**config.mk**
```make
export PLATFORM = sky130hd
export DESIGN_NAME = paged_frc
export DESIGN_NICKNAME = d
export VERILOG_FILES = /design/src/rtl/frc_pkg.sv /design/src/rtl/frc_edge_sync.sv /design/src/rtl/frc_counter.sv /design/src/rtl/frc_regbank.sv /design/src/rtl/paged_frc.sv
export SDC_FILE = /design/constraint.sdc
export NUM_CORES = 1
export LEC_CHECK = 0
export ABC_AREA = 1
export BUFFER_PORTS_ARGS = -buffer_cell sky130_fd_sc_hd__buf_2
export CAP_MARGIN = 0
export CORE_MARGIN = 3
export CORE_UTILIZATION = 52
export CTS_CLUSTER_DIAMETER = 50
export DETAILED_ROUTE_END_ITERATION = 10
export PLACE_DENSITY = 0.75
export SLEW_MARGIN = 20
export SYNTH_ARGS = -nofsm -noshare
export SYNTH_HDL_FRONTEND = slang
export SYNTH_SLANG_ARGS = --single-unit
export TNS_END_PERCENT = 30
```
**constraint.sdc**
```tcl
create_clock -name clk -period 1.2 [get_ports clk]
set_input_delay 0.24 -clock clk [delete_from_list [all_inputs] [get_ports clk]]
set_output_delay 0.24 -clock clk [all_outputs]
set_load 0.05 [all_outputs]
```
**src/rtl/frc_pkg.sv**
```systemverilog
package frc_pkg;
    localparam int CNT_W  = 16;
    localparam int DATA_W = 8;
    localparam int ADDR_W = 4;

    localparam logic [ADDR_W-1:0] A_HI   = 4'h8;
    localparam logic [ADDR_W-1:0] A_LO   = 4'h9;
    localparam logic [ADDR_W-1:0] A_CTRL = 4'hB;

    localparam int B_CLR  = 7;
    localparam int B_RUN  = 5;
    localparam int B_PAGE = 0;

    typedef enum logic [1:0] {
        PM_RUN   = 2'd0,
        PM_STOP4 = 2'd1,
        PM_STOP3 = 2'd2,
        PM_STOP1 = 2'd3
    } pmode_e;

    typedef struct packed {
        logic run;
        logic page;
    } ctrl_t;

    // Every mode keeps the counter alive once it is enabled.
    function automatic logic mode_counts(input logic [1:0] m);
        case (pmode_e'(m))
            PM_RUN, PM_STOP4, PM_STOP3, PM_STOP1: return 1'b1;
            default:                              return 1'b1;
        endcase
    endfunction

    function automatic logic [DATA_W-1:0] ctrl_image(input ctrl_t c);
        logic [DATA_W-1:0] v;
        v = '0;
        v[B_RUN] = c.run;
        return v;
    endfunction
endpackage

```
**src/rtl/frc_edge_sync.sv**
```systemverilog
module frc_edge_sync #(
    parameter int STAGES = 2
) (
    input  logic clk,
    input  logic rst,
    input  logic async_in,
    output logic tick
);
    // chain[STAGES-1] is the synchronized level, chain[STAGES] its previous value
    logic [STAGES:0] chain;

    always_ff @(posedge clk) begin
        if (rst) chain <= '0;
        else     chain <= {chain[STAGES-1:0], async_in};
    end

    assign tick = chain[STAGES] ^ chain[STAGES-1];
endmodule

```
**src/rtl/frc_counter.sv**
```systemverilog
module frc_counter
    import frc_pkg::*;
(
    input  logic             clk,
    input  logic             rst,
    input  logic             clr,
    input  logic             run,
    input  logic             tick,
    input  logic [1:0]       pmode,
    output logic [CNT_W-1:0] count
);
    logic step;
    assign step = run & tick & mode_counts(pmode);

    always_ff @(posedge clk) begin
        if (rst)       count <= '0;
        else if (clr)  count <= '0;
        else if (step) count <= count + 1'b1;
    end
endmodule

```
**src/rtl/frc_regbank.sv**
```systemverilog
module frc_regbank
    import frc_pkg::*;
(
    input  logic              clk,
    input  logic              rst,
    input  logic [ADDR_W-1:0] addr,
    input  logic [DATA_W-1:0] wdata,
    input  logic              we,
    input  logic              re,
    input  logic [CNT_W-1:0]  count,
    output logic [DATA_W-1:0] rdata,
    output ctrl_t             ctrl,
    output logic              clr
);
    logic [DATA_W-1:0] hold_a, hold_b, shadow;
    logic              armed;
    logic              wr_ctrl, wr_a, wr_b;

    assign wr_ctrl = we && (addr == A_CTRL);
    assign wr_a    = we && (addr == A_HI) && !ctrl.page;
    assign wr_b    = we && (addr == A_LO) && !ctrl.page;
    assign clr     = wr_ctrl && wdata[B_CLR];

    always_ff @(posedge clk) begin
        if (rst) begin
            ctrl   <= '0;
            hold_a <= '0;
            hold_b <= '0;
        end else begin
            if (wr_ctrl) begin
                ctrl.run  <= wdata[B_RUN];
                ctrl.page <= wdata[B_PAGE];
            end
            if (wr_a) hold_a <= wdata;
            if (wr_b) hold_b <= wdata;
        end
    end

    // Coherent pair read: the high-byte read snapshots the low byte.
    always_ff @(posedge clk) begin
        if (rst) begin
            shadow <= '0;
            armed  <= 1'b0;
        end else if (re && ctrl.page) begin
            if (addr == A_HI) begin
                shadow <= count[DATA_W-1:0];
                armed  <= 1'b1;
            end else if (addr == A_LO) begin
                armed  <= 1'b0;
            end
        end
    end

    always_comb begin
        rdata = '0;
        unique case (addr)
            A_HI:    rdata = ctrl.page ? count[CNT_W-1:DATA_W] : hold_a;
            A_LO:    rdata = ctrl.page ? (armed ? shadow : count[DATA_W-1:0]) : hold_b;
            A_CTRL:  rdata = ctrl_image(ctrl);
            default: rdata = '0;
        endcase
    end
endmodule

```
**src/rtl/paged_frc.sv**
```systemverilog
module paged_frc
    import frc_pkg::*;
#(
    parameter int SYNC_STAGES = 2
) (
    input  logic              clk,
    input  logic              rst,
    input  logic              lf_clk,
    input  logic [1:0]        pmode,
    input  logic [ADDR_W-1:0] addr,
    input  logic [DATA_W-1:0] wdata,
    input  logic              we,
    input  logic              re,
    output logic [DATA_W-1:0] rdata
);
    logic             tick;
    logic             clr_pulse;
    ctrl_t            ctrl;
    logic [CNT_W-1:0] cnt_q;

    frc_edge_sync #(.STAGES(SYNC_STAGES)) u_sync (
        .clk(clk), .rst(rst), .async_in(lf_clk), .tick(tick)
    );

    frc_counter u_cnt (
        .clk(clk), .rst(rst), .clr(clr_pulse), .run(ctrl.run),
        .tick(tick), .pmode(pmode), .count(cnt_q)
    );

    frc_regbank u_regs (
        .clk(clk), .rst(rst), .addr(addr), .wdata(wdata), .we(we), .re(re),
        .count(cnt_q), .rdata(rdata), .ctrl(ctrl), .clr(clr_pulse)
    );
endmodule

```
==> results of run 1 <==
registers in the layout, summed over array words and instances (netlist names):
name,flops
u_regs.armed,1
u_regs.hold_a,8
u_cnt.count,16
u_sync.chain,3
u_regs.hold_b,8
u_regs.ctrl,2
u_regs.shadow,8
layer usage:
metal  share of wire  track usage  up-vias
met5               0            0        -
li1                -            -     1180
met4           0.029       0.0885        0
met2            0.50        0.410       84
met1            0.42        0.291     1121
met3           0.048       0.0506       19
worst min-delay path by stage:
stage / from / end / slack (ns) / cells past startpoint
after global placement: u_sync.chain[0] / u_sync.chain[1] / 0.39 / 2
after CTS: lf_clk / u_sync.chain[0] / 0.13 / 3
after floorplan: rst / u_regs.armed / 0.30 / 1
after detailed placement: u_sync.chain[0] / u_sync.chain[1] / 0.40 / 2
after global routing: lf_clk / u_sync.chain[0] / 0.13 / 3
final: lf_clk / u_sync.chain[0] / 0.14 / 3
power by group through the flow:
stage | sequential (W) | combinational, W | clock [W]
after CTS | 0.00154 | 0.000211 | 0.00104
after floorplan | 0.00158 | 0.000115 | 0
final | 0.00154 | 0.000221 | 0.00105
after global routing | 0.00154 | 0.000240 | 0.00112
after global placement | 0.00158 | 0.000198 | 0
after detailed placement | 0.00158 | 0.000201 | 0
area by class of cell:
class,count,area [µm²],area share
clock buffer,6,82.6,0.0254
sequential,46,942,0.290
tap,52,65.1,0.0200
timing repair buffer,67,599,0.184
inverter,50,190,0.0585
multi-input combinational,214,1360,0.417
clock inverter,2,16.3,0.00500
cell usage in the layout, fill, tap and decap left out, types with 4 or more instances in the layout:
master / instances
nand2_1: 49
inv_1: 45
dfxtp_1: 37
o21ai_1: 32
buf_4: 31
a21oi_1: 29
buf_2: 16
nor2_1: 15
buf_6: 11
nor2_4: 9
o21ai_0: 9
nand2_4: 8
a21oi_2: 8
o211ai_1: 7
a22o_2: 7
nand2_2: 7
nand3_1: 7
clkbuf_8: 6
nand4_1: 5
buf_8: 5
dfxtp_2: 5
inv_2: 4
o21ai_2: 4
dfxtp_4: 4
cell families (layout without fill, tap and decap cells):
logic type	Yosys count	count (layout)	synth area share
AND/OR/NAND/NOR	113	114	0.255
AO/OA/AOI/OAI	97	97	0.235
adder cells (fa/ha/maj)	1	1	0.00524
buffers and inverters	62	125	0.112
flip-flops	46	46	0.386
XOR/XNOR	2	2	0.00734
critical path, delay by kind of cell (launching register included):
family / cells / cell delay, ns
AOI/OAI and AO/OA: 3 / 0.62
buffers and inverters: 1 / 0.15
DFF: 1 / 0.41
per-stage QoR:
step / instance area, µm² / setup TNS [ns] / power, W / worst slack (ns)
finish: 3250 / -5.01 / 0.00281 / -0.524
global route: 3250 / -7.33 / 0.00290 / -0.600
CTS: 3130 / -4.94 / 0.00280 / -0.490
detailed placement: 2850 / -6.72 / 0.00178 / -0.308
global placement: 2850 / -4.93 / 0.00178 / -0.263
floorplan: 2430 / -0.952 / 0.00170 / -0.119
synth_stat cells, types with 2 or more instances:
cell type and n:
a21oi_1 33, a21oi_2 4, a22o_1 4, a22o_2 3, buf_2 4, buf_6 4
clkbuf_1 4, dfxtp_1 46, inv_1 48, inv_2 2, nand2_1 54, nand2_2 5
nand2_4 5, nand3_1 11, nand4_1 5, nor2_1 16, nor2_2 5, nor2_4 3
nor2_8 3, o211ai_1 7, o21ai_0 40, o21ai_1 2, o21ai_2 3
repair_timing:
action                                  4_1_cts  5_1_grt
gates cloned                                  1        1
pin swaps                                    19       18
resized for setup                            56       41
endpoints found under the setup margin       30       45
buffers inserted                              4        2
==> impl_metrics.yaml, run 1 <==
timing:
  slew_viol_final: 0
  fmax_mhz: 580
  hold_slack_ns: 0.136
  timing.final.setup_violations: 21
  fin_crit_sh: 1.44
  relSlewSlack: 0.831
  setup_slack_ns: -0.524
  finClkSkew_ns: 0.00722
  finalHoldViolations: 0
  grt_setup_unrepaired: "yes"
  worst_pin_slew_ns: 0.253
  period_needed_ns: 1.72
pwr:
  power_density_mw_per_mm2: 864
  combPwrFrac: 0.079
  swShare: 0.253
  power_switching_w: 0.000712
  ir_drop_v: 0.000690
  p_clk_frac: 0.373
  power_leakage_nw: 1.35
  seqPwrFrac: 0.549
  p_int_w: 0.00210
synthesis:
  ys.flop_type: "dfxtp_1"
  synth_area_mm2: 0.00239
  netlist_instances: 321
  synth_nets: 341
  ys_seq_area_frac: 0.386
  synth-seq-cells: 46
  synth_edf_count: 0
  synth_top_cell_by_area: "dfxtp_1"
  ys_warn_count: 0
  avgSynthCellArea_um2: 7.44
  async_reset_ff_frac: 0
  synthDistinctLibCells: 33
  ys_top_cells_by_area: "dfxtp_1 39%, nand2_1 8.5%, o21ai_0 8.4%"
  synth_top_area_frac: 0.386
route:
  wl_per_cell_um: 15.0
  drtIter0Drc: 188
  wl_um: 6570
  drt-pass1-iter-count: 7
  routed-via-count: 2404
  ant_nets: 0
  remaining_drc_errors: 0
  vias_per_cell: 5.50
finish:
  syn_to_final_growth_pct: 36.2
  final_cells: 437
  finalNetCount: 404
  postLayoutCoreUtil: 0.741
  num_antenna_cells: 0
  post_route_cells_drive_above_1_share: 0.374
  fillerInstances: 309
die:
  die_area_mm2: 0.00544
  initial_utilization: 0.545
  rows: 24
  core-area_mm2: 0.00438
  die_h_um: 73.8
  io_pins: 27
  die_x_um: 73.8
placement:
  gp_congestion: 0.862
  io_buffer_count: 24
  place_hpwl_um: 4210
  dp.cells: 424
clock_network:
  numCtsBuffers: 5
  insertion_delay_ns: 0.31
  htree_levels: 2
  clk_pin_slew_worst_paths_ns: 0.09
  root_buffer: "clkbuf_8"
  cts_tree: "built"
  cts_hold_buf: 0
  clock_path_buffers: 2
  clock-sinks: 46
grt:
  antenna_found_initial: 0
  overflow: 0
  grtUsageTotal: 0.239
  grt_pass1_vias: 2239
  grt_first_pass_wirelength_um: 10100
  grt_max_degree: 25
worst_setup_path:
  cp.arrival_ns: 1.48
  r2r_start: "u_cnt.count[4]"
  reg2reg_to: "u_cnt.count[11]"
  criticalPathCategory: "flip-flop to output port"
  slowest_delay_ns: 0.41
  worstPathMaxFanout: 17
  required_ns: 0.96
  r2r_slack_ns: -0.21
  startpoint: "u_regs.armed"
  critical_path.slowest_cell: "dfxtp_4"
  path_cells: "o211ai_1, o21ai_1, a22o_2, buf_8"
  rr_worst_depth: 9
  endpoint_kind: "output port"
  crit_end: "rdata[1]"
  cp-start-kind: "flip-flop"
worst_hold_path:
  hold_class: "input port to flip-flop"
run_status:
  status: "finished, violations left"
  violations: "setup timing"
run:
  maxCapViolations: 0
No activity file was read; power rests on OpenSTA's default activity.
==> run 2, diff against run 1 <==
Settings changed: BUFFER_PORTS_ARGS -buffer_cell sky130_fd_sc_hd__buf_2 to not set, CORE_UTILIZATION 52 to 55, DONT_BUFFER_PORTS set to 1, PLACE_DENSITY 0.75 to 0.73, SYNTH_HIERARCHICAL set to 1.
==> run 2 against run 1 <==
The flow still finishes with violations (setup timing). Fmax up 6.2%. Cell count increased by 25%. Register-to-register slack improved by 0.08 ns. Sequential cell count did not move. Clock skew decreased by 0.0027 ns. Hold slack got worse by 0.10 ns. Critical path depth increased by 3. Die area is 6.1% higher. Synthesized cell count grew 40%. Sequential power is essentially flat. Non-clock buffer count down 29.
==> impl_metrics.yaml, run 2 <==
placement:
  place_hpwl_um: 4730
  io_buffer_count: 0
  gp_congestion: 0.856
  dp.cells: 531
synthesis:
  ys_seq_area_frac: 0.342
  synth_area_mm2: 0.00269
  async_reset_ff_frac: 0
  synth_edf_count: 0
  synthMostInstantiatedCell: "nand2_1"
  synth_top_area_frac: 0.342
  avgSynthCellArea_um2: 6.00
  netlist_instances: 449
  ys.flop_type: "dfxtp_1"
  ys_warn_count: 6
  synthDistinctLibCells: 26
  synth_nets: 469
  synthTopCellsByCount: "154 x nand2_1, 81 x inv_1, 71 x nor2_1"
  synth_top_cell_by_area: "dfxtp_1"
  ys_top_cells_by_area: "dfxtp_1 34%, nand2_1 21%, inv_1 11%"
  synth-seq-cells: 46
grt:
  grt_pass1_vias: 2474
  grtUsageTotal: 0.233
  grt_max_degree: 18
  overflow: 0
  antenna_found_initial: 0
  grt_first_pass_wirelength_um: 11100
worst_hold_path:
  hold_class: "input port to flip-flop"
  hold_depth: 2
pwr:
  ir_drop_v: 0.000629
  power_leakage_nw: 1.62
  power_density_mw_per_mm2: 809
die:
  die_area_mm2: 0.00577
  io_pins: 27
  core-area_mm2: 0.00453
  rows: 24
  die_x_um: 76.0
  die_h_um: 76.0
  initial_utilization: 0.594
worst_setup_path:
  slowest_delay_ns: 0.38
  cp-start-kind: "flip-flop"
  endpoint_kind: "output port"
  worstPathMaxFanout: 5
  cp.arrival_ns: 1.38
  path_cells: "buf_12, buf_8, buf_12, nand2_4, o21ai_1, nand2_1, nand2_4"
  critical_path.slowest_cell: "dfxtp_4"
  rr_worst_depth: 8
  required_ns: 0.96
  criticalPathCategory: "flip-flop to output port"
route:
  routed-via-count: 2786
  highest_layer: "met4"
  route.met2.wl_um: 3360
  remaining_drc_errors: 0
  met1_length_um: 3170
  ant_nets: 0
  drtIter0Drc: 252
  wl_per_cell_um: 12.8
  met3_length_um: 447
  drt-pass1-iter-count: 6
  vias_per_cell: 5.08
  wl_um: 7020
finish:
  num_antenna_cells: 0
  final_cell_mix: "125 x nand2_1, 78 x inv_1, 65 x nor2_1, 33 x dfxtp_1, 28 x buf_4"
  top_register: "u_cnt/count"
  multi_input_area_mm2: 0.00163
  post_route_cells_drive_above_1_share: 0.273
  final_common_cell: "nand2_1"
  largest_reg_flops: 16
  syn_to_final_growth_pct: 29.1
  seqCellArea_um2: 947
  final_cells: 548
  fillerInstances: 367
  postLayoutCoreUtil: 0.767
  finalNetCount: 502
timing:
  setup_slack_ns: -0.422
  fmax_mhz: 616
  tns_ns: -5.27
  finClkSkew_ns: 0.00455
  worst_pin_slew_ns: 0.446
  finalHoldViolations: 0
  slew_viol_final: 0
  period_needed_ns: 1.62
  timing.final.setup_violations: 42
  fin_crit_sh: 1.35
  relSlewSlack: 0.701
  grt_setup_unrepaired: "yes"
clock_network:
  clk_pin_slew_worst_paths_ns: 0.08
  numCtsBuffers: 5
  root_buffer: "clkbuf_8"
  htree_levels: 2
  cts_tree: "built"
  insertion_delay_ns: 0.30
  clock-sinks: 46
  clock_path_buffers: 2
run_status:
  violations: "setup timing"
  status: "finished, violations left"
run:
  maxCapViolations: 0
[run 2: timing repair]
item,CTS,global route
buffers inserted,2,5
hold buffers,1,0
gates cloned,0,1
pin swaps,11,29
endpoints found under the hold margin,4,0
endpoints found under the setup margin,34,49
resized for setup,20,72
[run 2: kinds of logic after synthesis]
family | share of synthesized area
and+or+nand+nor | 0.440
buffers and inverters | 0.154
DFF | 0.342
AOI/OAI and AO/OA | 0.0595
adders and majority gates | 0.00465
[run 2: per-stage QoR]
stage	setup WS (ns)	hold slack, ns	cell area (µm²)	power, W
after global routing	-0.473	0.0230	3480	0.00295
after global placement	-0.190	0.311	3020	0.00181
final	-0.422	0.0329	3480	0.00281
after CTS	-0.383	0.0204	3210	0.00282
after detailed placement	-0.247	0.312	3020	0.00182
after floorplan	-0.0127	0.309	2800	0.00175
[run 2: cell type report]
class	count	share of cell area
clock buffer	7	0.0248
tap	65	0.0234
multi-input combinational	305	0.469
timing repair buffer	38	0.113
clock inverter	1	0.00144
sequential	46	0.272
inverter	86	0.0965
[run 2: power by group]
| group | total (W) | leakage (nW) | switching, W | internal (W) |
|---|---|---|---|---|
| Combinational | 0.000274 | 1.20 | 0.000167 | 0.000107 |
| Clock | 0.000994 | 0.0482 | 0.000528 | 0.000466 |
| Sequential | 0.00154 | 0.379 | 0.00000980 | 0.00154 |
| Total | 0.00281 | 1.62 | 0.000705 | 0.00211 |
[run 2: worst max-delay path, delay by kind of cell, from the launching register on]
kind                   cells  cell delay [ns]
buffers and inverters      3             0.33
AO/OA/AOI/OAI              1             0.08
flip-flops                 1             0.38
AND/OR/NAND/NOR            3             0.29
[run 2: path summary, 6_finish.rpt]
path                                    endpoint            start  slack (ns)
worst max-delay path                    rdata[0]   u_regs/ctrl[0]       -0.42
worst min-delay path             u_sync/chain[0]           lf_clk        0.03
worst max register to register  u_regs/shadow[7]   u_regs/ctrl[0]       -0.13
worst min register to register   u_sync/chain[1]  u_sync/chain[0]        0.40
[run 2: metal layers]
layer / vias up / global-route usage
met3: 6 / 0.0473
met5: - / 0
met4: 0 / 0.0616
li1: 1409 / -
met1: 1275 / 0.317
met2: 96 / 0.379
